==> src/rtl/sec_rtc_pkg.sv <==
package sec_rtc_pkg;
    localparam int ADDR_W = 8;
    localparam int DATA_W = 32;
    localparam int DIV_W  = 16;
    localparam int ADJ_W  = 10;

    localparam logic [ADDR_W-1:0] OFF_CTRL  = 8'h00;
    localparam logic [ADDR_W-1:0] OFF_SECS  = 8'h04;
    localparam logic [ADDR_W-1:0] OFF_ALARM = 8'h08;
    localparam logic [ADDR_W-1:0] OFF_REGUL = 8'h0C;
    localparam logic [ADDR_W-1:0] OFF_HIBER = 8'h20;
    localparam logic [ADDR_W-1:0] OFF_SCRAT = 8'h34;

    localparam int B_RDY  = 7;
    localparam int B_HZF  = 6;
    localparam int B_HZIE = 5;
    localparam int B_AF   = 4;
    localparam int B_AFIE = 3;
    localparam int B_AE   = 2;
    localparam int B_EN   = 0;

    localparam int ADJ_LSB = 16;

    typedef enum logic {
        WG_READY = 1'b0,
        WG_BUSY  = 1'b1
    } wg_state_t;
endpackage

==> src/rtl/sec_rtc_wrgate.sv <==
module sec_rtc_wrgate
    import sec_rtc_pkg::*;
#(
    parameter int BUSY_CYCLES = 4
) (
    input  logic clk,
    input  logic rst_n,
    input  logic we,
    output logic accept,
    output logic ready
);
    localparam int CW = $clog2(BUSY_CYCLES + 1);
    localparam logic [CW-1:0] LAST = CW'(BUSY_CYCLES - 1);

    wg_state_t state_q, state_d;
    logic [CW-1:0] cnt_q, cnt_d;

    always_ff @(posedge clk or negedge rst_n) begin
        if (!rst_n) begin
            state_q <= WG_READY;
            cnt_q   <= '0;
        end else begin
            state_q <= state_d;
            cnt_q   <= cnt_d;
        end
    end

    always_comb begin
        state_d = state_q;
        cnt_d   = cnt_q;
        accept  = 1'b0;
        ready   = 1'b0;
        unique case (state_q)
            WG_READY: begin
                ready = 1'b1;
                if (we) begin
                    accept  = 1'b1;
                    state_d = WG_BUSY;
                    cnt_d   = '0;
                end
            end
            WG_BUSY: begin
                if (cnt_q == LAST) begin
                    state_d = WG_READY;
                    cnt_d   = '0;
                end else begin
                    cnt_d = cnt_q + 1'b1;
                end
            end
            default: state_d = WG_READY;
        endcase
    end

    // an accepted write closes the gate in the next cycle
    p_busy_after_write_r2: assert property (@(posedge clk) disable iff (!rst_n)
        accept |=> !ready);
    // a strobe is never accepted while the gate is closed
    p_no_accept_busy_r2: assert property (@(posedge clk) disable iff (!rst_n)
        !ready |-> !accept);
endmodule

==> src/rtl/sec_rtc_prescale.sv <==
module sec_rtc_prescale
    import sec_rtc_pkg::*;
(
    input  logic             clk,
    input  logic             rst_n,
    input  logic             run,
    input  logic             ref_tick,
    input  logic             restart,
    input  logic [DIV_W-1:0] div,
    output logic             step
);
    logic [DIV_W-1:0] cnt_q;

    assign step = run && ref_tick && !restart && (cnt_q >= div);

    always_ff @(posedge clk or negedge rst_n) begin
        if (!rst_n) begin
            cnt_q <= '0;
        end else if (restart) begin
            cnt_q <= '0;
        end else if (run && ref_tick) begin
            cnt_q <= step ? '0 : cnt_q + 1'b1;
        end
    end

    // a stopped prescaler keeps its count
    p_stopped_hold_r4: assert property (@(posedge clk) disable iff (!rst_n)
        (!run && !restart) |=> $stable(cnt_q));
endmodule

==> src/rtl/sec_rtc_counter.sv <==
module sec_rtc_counter
    import sec_rtc_pkg::*;
(
    input  logic              clk,
    input  logic              rst_n,
    input  logic              load,
    input  logic [DATA_W-1:0] load_val,
    input  logic              step,
    input  logic [DATA_W-1:0] alarm,
    input  logic              alarm_en,
    output logic [DATA_W-1:0] secs,
    output logic              alarm_hit
);
    logic [DATA_W-1:0] secs_q;
    logic              match_q;
    logic              match;

    assign match     = alarm_en && (secs_q == alarm);
    assign alarm_hit = match && !match_q;
    assign secs      = secs_q;

    always_ff @(posedge clk or negedge rst_n) begin
        if (!rst_n) begin
            secs_q  <= '0;
            match_q <= 1'b0;
        end else begin
            match_q <= match;
            if (load)
                secs_q <= load_val;
            else if (step)
                secs_q <= secs_q + 1'b1;
        end
    end

    // without a load or a step the count is frozen
    p_hold_idle_r4: assert property (@(posedge clk) disable iff (!rst_n)
        (!step && !load) |=> $stable(secs_q));
    // a step without a load advances by one
    p_step_plus_one_r3: assert property (@(posedge clk) disable iff (!rst_n)
        (step && !load) |=> (secs_q == $past(secs_q) + 1'b1));
endmodule

==> src/rtl/sec_rtc_top.sv <==
module sec_rtc_top
    import sec_rtc_pkg::*;
#(
    parameter int               BUSY_CYCLES = 4,
    parameter logic [DIV_W-1:0] DIV_RESET   = 16'h7FFF
) (
    input  logic              clk,
    input  logic              rst_n,
    input  logic              ref_tick,
    input  logic [ADDR_W-1:0] bus_addr,
    input  logic              bus_we,
    input  logic [DATA_W-1:0] bus_wdata,
    output logic [DATA_W-1:0] bus_rdata,
    output logic              irq,
    output logic              hib_req
);
    logic accept, ready;
    logic wr_ctrl, wr_secs, wr_alarm, wr_regul, wr_hiber, wr_scrat;
    logic step, alarm_hit;
    logic [DATA_W-1:0] secs;

    logic              en_q, ae_q, afie_q, hzie_q, hzf_q, af_q, hib_q;
    logic [DATA_W-1:0] alarm_q, scrat_q;
    logic [DIV_W-1:0]  div_q;
    logic [ADJ_W-1:0]  adj_q;

    sec_rtc_wrgate #(.BUSY_CYCLES(BUSY_CYCLES)) u_gate (
        .clk(clk), .rst_n(rst_n), .we(bus_we), .accept(accept), .ready(ready)
    );

    assign wr_ctrl  = accept && (bus_addr == OFF_CTRL);
    assign wr_secs  = accept && (bus_addr == OFF_SECS);
    assign wr_alarm = accept && (bus_addr == OFF_ALARM);
    assign wr_regul = accept && (bus_addr == OFF_REGUL);
    assign wr_hiber = accept && (bus_addr == OFF_HIBER);
    assign wr_scrat = accept && (bus_addr == OFF_SCRAT);

    sec_rtc_prescale u_pre (
        .clk(clk), .rst_n(rst_n), .run(en_q), .ref_tick(ref_tick),
        .restart(wr_secs), .div(div_q), .step(step)
    );

    sec_rtc_counter u_cnt (
        .clk(clk), .rst_n(rst_n), .load(wr_secs), .load_val(bus_wdata),
        .step(step), .alarm(alarm_q), .alarm_en(ae_q),
        .secs(secs), .alarm_hit(alarm_hit)
    );

    always_ff @(posedge clk or negedge rst_n) begin
        if (!rst_n) begin
            en_q    <= 1'b0;
            ae_q    <= 1'b0;
            afie_q  <= 1'b0;
            hzie_q  <= 1'b0;
            hzf_q   <= 1'b0;
            af_q    <= 1'b0;
            hib_q   <= 1'b0;
            alarm_q <= '0;
            scrat_q <= '0;
            div_q   <= DIV_RESET;
            adj_q   <= '0;
        end else begin
            if (wr_ctrl) begin
                en_q   <= bus_wdata[B_EN];
                ae_q   <= bus_wdata[B_AE];
                afie_q <= bus_wdata[B_AFIE];
                hzie_q <= bus_wdata[B_HZIE];
            end
            if (step)
                hzf_q <= 1'b1;
            else if (wr_ctrl)
                hzf_q <= hzf_q & bus_wdata[B_HZF];
            if (alarm_hit)
                af_q <= 1'b1;
            else if (wr_ctrl)
                af_q <= af_q & bus_wdata[B_AF];
            if (wr_alarm)
                alarm_q <= bus_wdata;
            if (wr_scrat)
                scrat_q <= bus_wdata;
            if (wr_regul) begin
                div_q <= bus_wdata[DIV_W-1:0];
                adj_q <= bus_wdata[ADJ_LSB +: ADJ_W];
            end
            hib_q <= wr_hiber && bus_wdata[0];
        end
    end

    always_comb begin
        bus_rdata = '0;
        unique case (bus_addr)
            OFF_CTRL: begin
                bus_rdata[B_RDY]  = ready;
                bus_rdata[B_HZF]  = hzf_q;
                bus_rdata[B_HZIE] = hzie_q;
                bus_rdata[B_AF]   = af_q;
                bus_rdata[B_AFIE] = afie_q;
                bus_rdata[B_AE]   = ae_q;
                bus_rdata[B_EN]   = en_q;
            end
            OFF_SECS:  bus_rdata = secs;
            OFF_ALARM: bus_rdata = alarm_q;
            OFF_REGUL: begin
                bus_rdata[DIV_W-1:0]          = div_q;
                bus_rdata[ADJ_LSB +: ADJ_W]   = adj_q;
            end
            OFF_SCRAT: bus_rdata = scrat_q;
            default:   bus_rdata = '0;
        endcase
    end

    assign irq     = (hzf_q && hzie_q) || (af_q && afie_q);
    assign hib_req = hib_q;

    // the hibernate request lasts a single cycle
    p_hib_pulse_r11: assert property (@(posedge clk) disable iff (!rst_n)
        hib_req |=> !hib_req);
    // a control write with bit 6 clear drops the per-second flag
    p_flag_clear_r6: assert property (@(posedge clk) disable iff (!rst_n)
        (wr_ctrl && !bus_wdata[B_HZF] && !step) |=> !hzf_q);
    // every increment leaves the per-second flag set
    p_hz_on_step_r5: assert property (@(posedge clk) disable iff (!rst_n)
        step |=> hzf_q);
    // a new alarm flag only appears while alarm matching was enabled
    p_alarm_cause_r7: assert property (@(posedge clk) disable iff (!rst_n)
        $rose(af_q) |-> $past(ae_q));
endmodule

==> config.mk <==
export PLATFORM = sky130hd
export DESIGN_NAME = sec_rtc_top
export DESIGN_NICKNAME = d
export VERILOG_FILES = /design/src/rtl/sec_rtc_pkg.sv /design/src/rtl/sec_rtc_wrgate.sv /design/src/rtl/sec_rtc_prescale.sv /design/src/rtl/sec_rtc_counter.sv /design/src/rtl/sec_rtc_top.sv
export SDC_FILE = /design/constraint.sdc
export NUM_CORES = 1
export LEC_CHECK = 0
export BUFFER_PORTS_ARGS = -buffer_cell sky130_fd_sc_hd__buf_2
export CORE_UTILIZATION = 64
export CTS_CLUSTER_DIAMETER = 150
export DETAILED_ROUTE_END_ITERATION = 8
export PLACE_DENSITY = 0.91
export SKIP_CTS_REPAIR_TIMING = 1
export SLEW_MARGIN = 25
export SYNTH_ARGS = -nofsm -noshare
export SYNTH_HDL_FRONTEND = slang
export SYNTH_SLANG_ARGS = --single-unit
==> constraint.sdc <==
create_clock -name clk -period 4.36 [get_ports clk]
set_input_delay 0.654 -clock clk [delete_from_list [all_inputs] [get_ports clk]]
set_output_delay 0.654 -clock clk [all_outputs]
set_load 0.05 [all_outputs]
==> results.md <==
- Largest net degree at the start of global routing: slightly below 100
- Max-cap viol count: 0
- DR pass1 iterations: 5
- Worst-case reg-to-reg path depth: 9
- Worst Path Arrival: 2.69 ns
- Post-DRT Antenna Nets: 0
- Reg power frac: 0.459
- Ys flop type: dfrtp_1
- Net Switching: just under 900 uW
- Crit end category: primary output
- Vias per inst: between 6 and 7
- Ant diodes: 0
- Io pins: 78
- Final net count: 906
- Worst setup path class: input pin to primary output
- Vias in the first global route: about 6700
- Startpoint Class: input pin
- CTS tree: built
- Final-report hold violation count: 0
- Clk slew on worst S/H paths: around 0.060 ns
- Die width: 115 um
- Fmax: approximately 300 MHz
- Power Total: 3.37 mW
- Grt ovf: 0
- Final min period: between 3 and 4 ns
- Clk pwr share: 0.423
- CTS sink count: 150
- Vias: roughly 6700
- Buffers on Ports: a little under 80
- Required time of the worst setup path: ~3.7 ns
- Clock root cell: clkbuf_16
- Net Count, Synth: ~840
- Placed insts: just under 1000
- Mapped Area: about 0.0081 mm^2
- First-pass GRT wire length: 35100 um
- Cell internal pwr: about 2.5 mW
- Sum Neg Setup Slack: 0 ns
- Starting Density: 0.667
- Last element of the critical path: bus_rdata[8]
- Slew headroom: 0.357
- Slew @ Worst Pin: 0.964 ns
- WHS: approximately 0.33 ns
- Area contributors post-synth: dfrtp_1 41%, mux2_2 14%, xor2_1 4.9%
- Ys Warns: 0
- Yosys reg bits: 150
- Post-route DRC violation count: 0
- Row count: 40
- Fin util: 0.755
- Worst hold path class: input pin to asynchronous set/reset pin
- Worst-path fanout max: 33
- DIE AREA: about 0.013 mm^2
- Leak: approximately 4.5 nW
- Max-slew violation count: 0
- Mapped Cells: approximately 780
- Post-synthesis sequential area ratio: 0.463
- Fin crit share: 0.768
- Final setup viols: 0
- RR Startpoint: div_q[7]
- Peak supply drop: between 0.2 and 0.3 mV
- DR iter-0 viols: 846
- Total Routing Usage GR: 0.351
- Part of the power in combinational logic: 0.118
- H-Tree Level Count: 4
- Final non-filler cell total: around 1000
- Wire length per cell: roughly 21 um
- Wirelength, routed: around 21000 um
- Initial antenna violation count: 0
- EDFF count, synth: 0
- Average cell area after synthesis: 10.4 um^2
- Worst-skew pair later-pin latency: 0.43 ns
- Setup crit start: bus_addr[7]
- Fraction of registers with async set/reset: 1.00
- Pwr Density: between 300 and 400 mW/mm^2
- Maximum root-to-sink buffer count: 2
- Area grow syn2layout: 13.2%
- CTS Buf Count: 17
- Status: finished, final reports clean
- Clk_skew: 0.0107 ns
- FF-to-FF End: u_pre.cnt_q[12]
- Core area: about 0.012 mm^2
- Die height: between 100 and 150 um
- Switch share: 0.264
- Area leader, netlist: dfrtp_1
- Routability cong.: slightly below 0.9
- Worst reg2reg setup slack: around 1.4 ns
- Unrepaired setup endpoints after global routing: false
- Distinct cells, synth: 50
- Share of cells above drive strength 1: 0.285
- DP HPWL: 13900 um
- Synth top area share: 0.415
## critical path, cell delays in order
cell,delay [ns]
buf_2,0.10
or4_4,0.57
nor3b_1,0.26
and3_1,0.19
buf_4,0.38
a22oi_1,0.17
nand2_1,0.10
buf_2,0.26
## synthesized netlist by cell type (4+ instances only)
cell type  instances
o21ai_1            4
mux2_2           101
dfstp_2           15
buf_1              7
a31oi_1            5
nor2_1            49
nand2b_1           4
o21ai_0           24
nor3_1            15
inv_1             24
nand2_1           71
xnor2_1           22
and3_1            10
buf_2              8
xor2_1            46
nor4_1            15
a222oi_1           6
nand3_1           28
ha_1              19
and4_1             6
a21oi_1           30
a22oi_1           45
a221o_1            6
clkbuf_1          28
nand4_1           22
dfrtp_1          135
and2_1             4
## sequential cells by signal (all words and copies together) (netlist names), 3 cells and up
name / count
alarm_q: 32
scrat_q: 32
u_cnt.secs: 32
div_q: 16
u_pre.cnt_q: 16
adj_q: 10
u_gate.cnt_q: 3
## cell usage in the layout, fill, tap and decap left out, types with 22 or more instances in the layout
| cell | netlist | layout |
|---|---|---|
| dfrtp_1 | 135 | 135 |
| nand3_1 | 28 | 28 |
| nor2_1 | 49 | 49 |
| mux2_2 | 101 | 101 |
| buf_2 | 8 | 76 |
| inv_1 | 24 | 24 |
| nand2_1 | 71 | 71 |
| a21oi_1 | 30 | 30 |
| o21ai_0 | 24 | 24 |
| nand4_1 | 22 | 22 |
| xnor2_1 | 22 | 22 |
| a22oi_1 | 45 | 45 |
| xor2_1 | 46 | 46 |
## cell families (layout without fill, tap and decap cells)
family                     Yosys count  in the layout  share of synthesized area
buffers and inverters               72            147                     0.0381
adders and majority gates           19             19                     0.0292
muxes                              101            101                      0.140
and+or+nand+nor                    242            242                      0.152
xor gates and xnor gates            68             68                     0.0732
DFF                                150            150                      0.463
AOI/OAI and AO/OA                  129            129                      0.105
## power groups by stage
stage                     sequential (mW)  clock (mW)  combinational, mW
after floorplan                      1.54           0              0.273
after global placement               1.56           0              0.370
after detailed placement             1.57           0              0.383
after CTS                            1.54        1.44              0.393
after global routing                 1.56        1.50              0.444
final                                1.55        1.43              0.397
## worst min path at each step
stage,end
floorplan,adj_q[0]
global placement,u_gate.cnt_q[1]
detailed placement,adj_q[3]
CTS,scrat_q[4]
global route,scrat_q[5]
finish,scrat_q[5]
## through the flow
step / setup WS (ns) / cell area, um^2
5_1_grt: 0.854 / 9220
3_5_place_dp: 1.04 / 8640
2_1_floorplan: 1.11 / 8140
6_report: 1.01 / 9220
4_1_cts: 1.01 / 9210
3_3_place_gp: 1.10 / 8640
## final cells by class
type / count / area, um^2
clock inverters: 10 / 106
flip-flops and latches: 150 / 3770
multi-input cells: 559 / 4080
inverters: 24 / 90.1
repair buffers: 91 / 497
fillers: 814 / 3000
well taps: 168 / 210
clock buffers: 22 / 464
## routing by layer
layer	part of all wire	vias up	wire length (um)	global-route usage
met4	0.034	0	735	0.160
met2	0.48	391	10200	0.562
met3	0.092	71	1970	0.0817
met1	0.39	3318	8450	0.459
met5	0	-	0	0
li1	-	2965	-	-
Power figures use the tool's default switching activity.
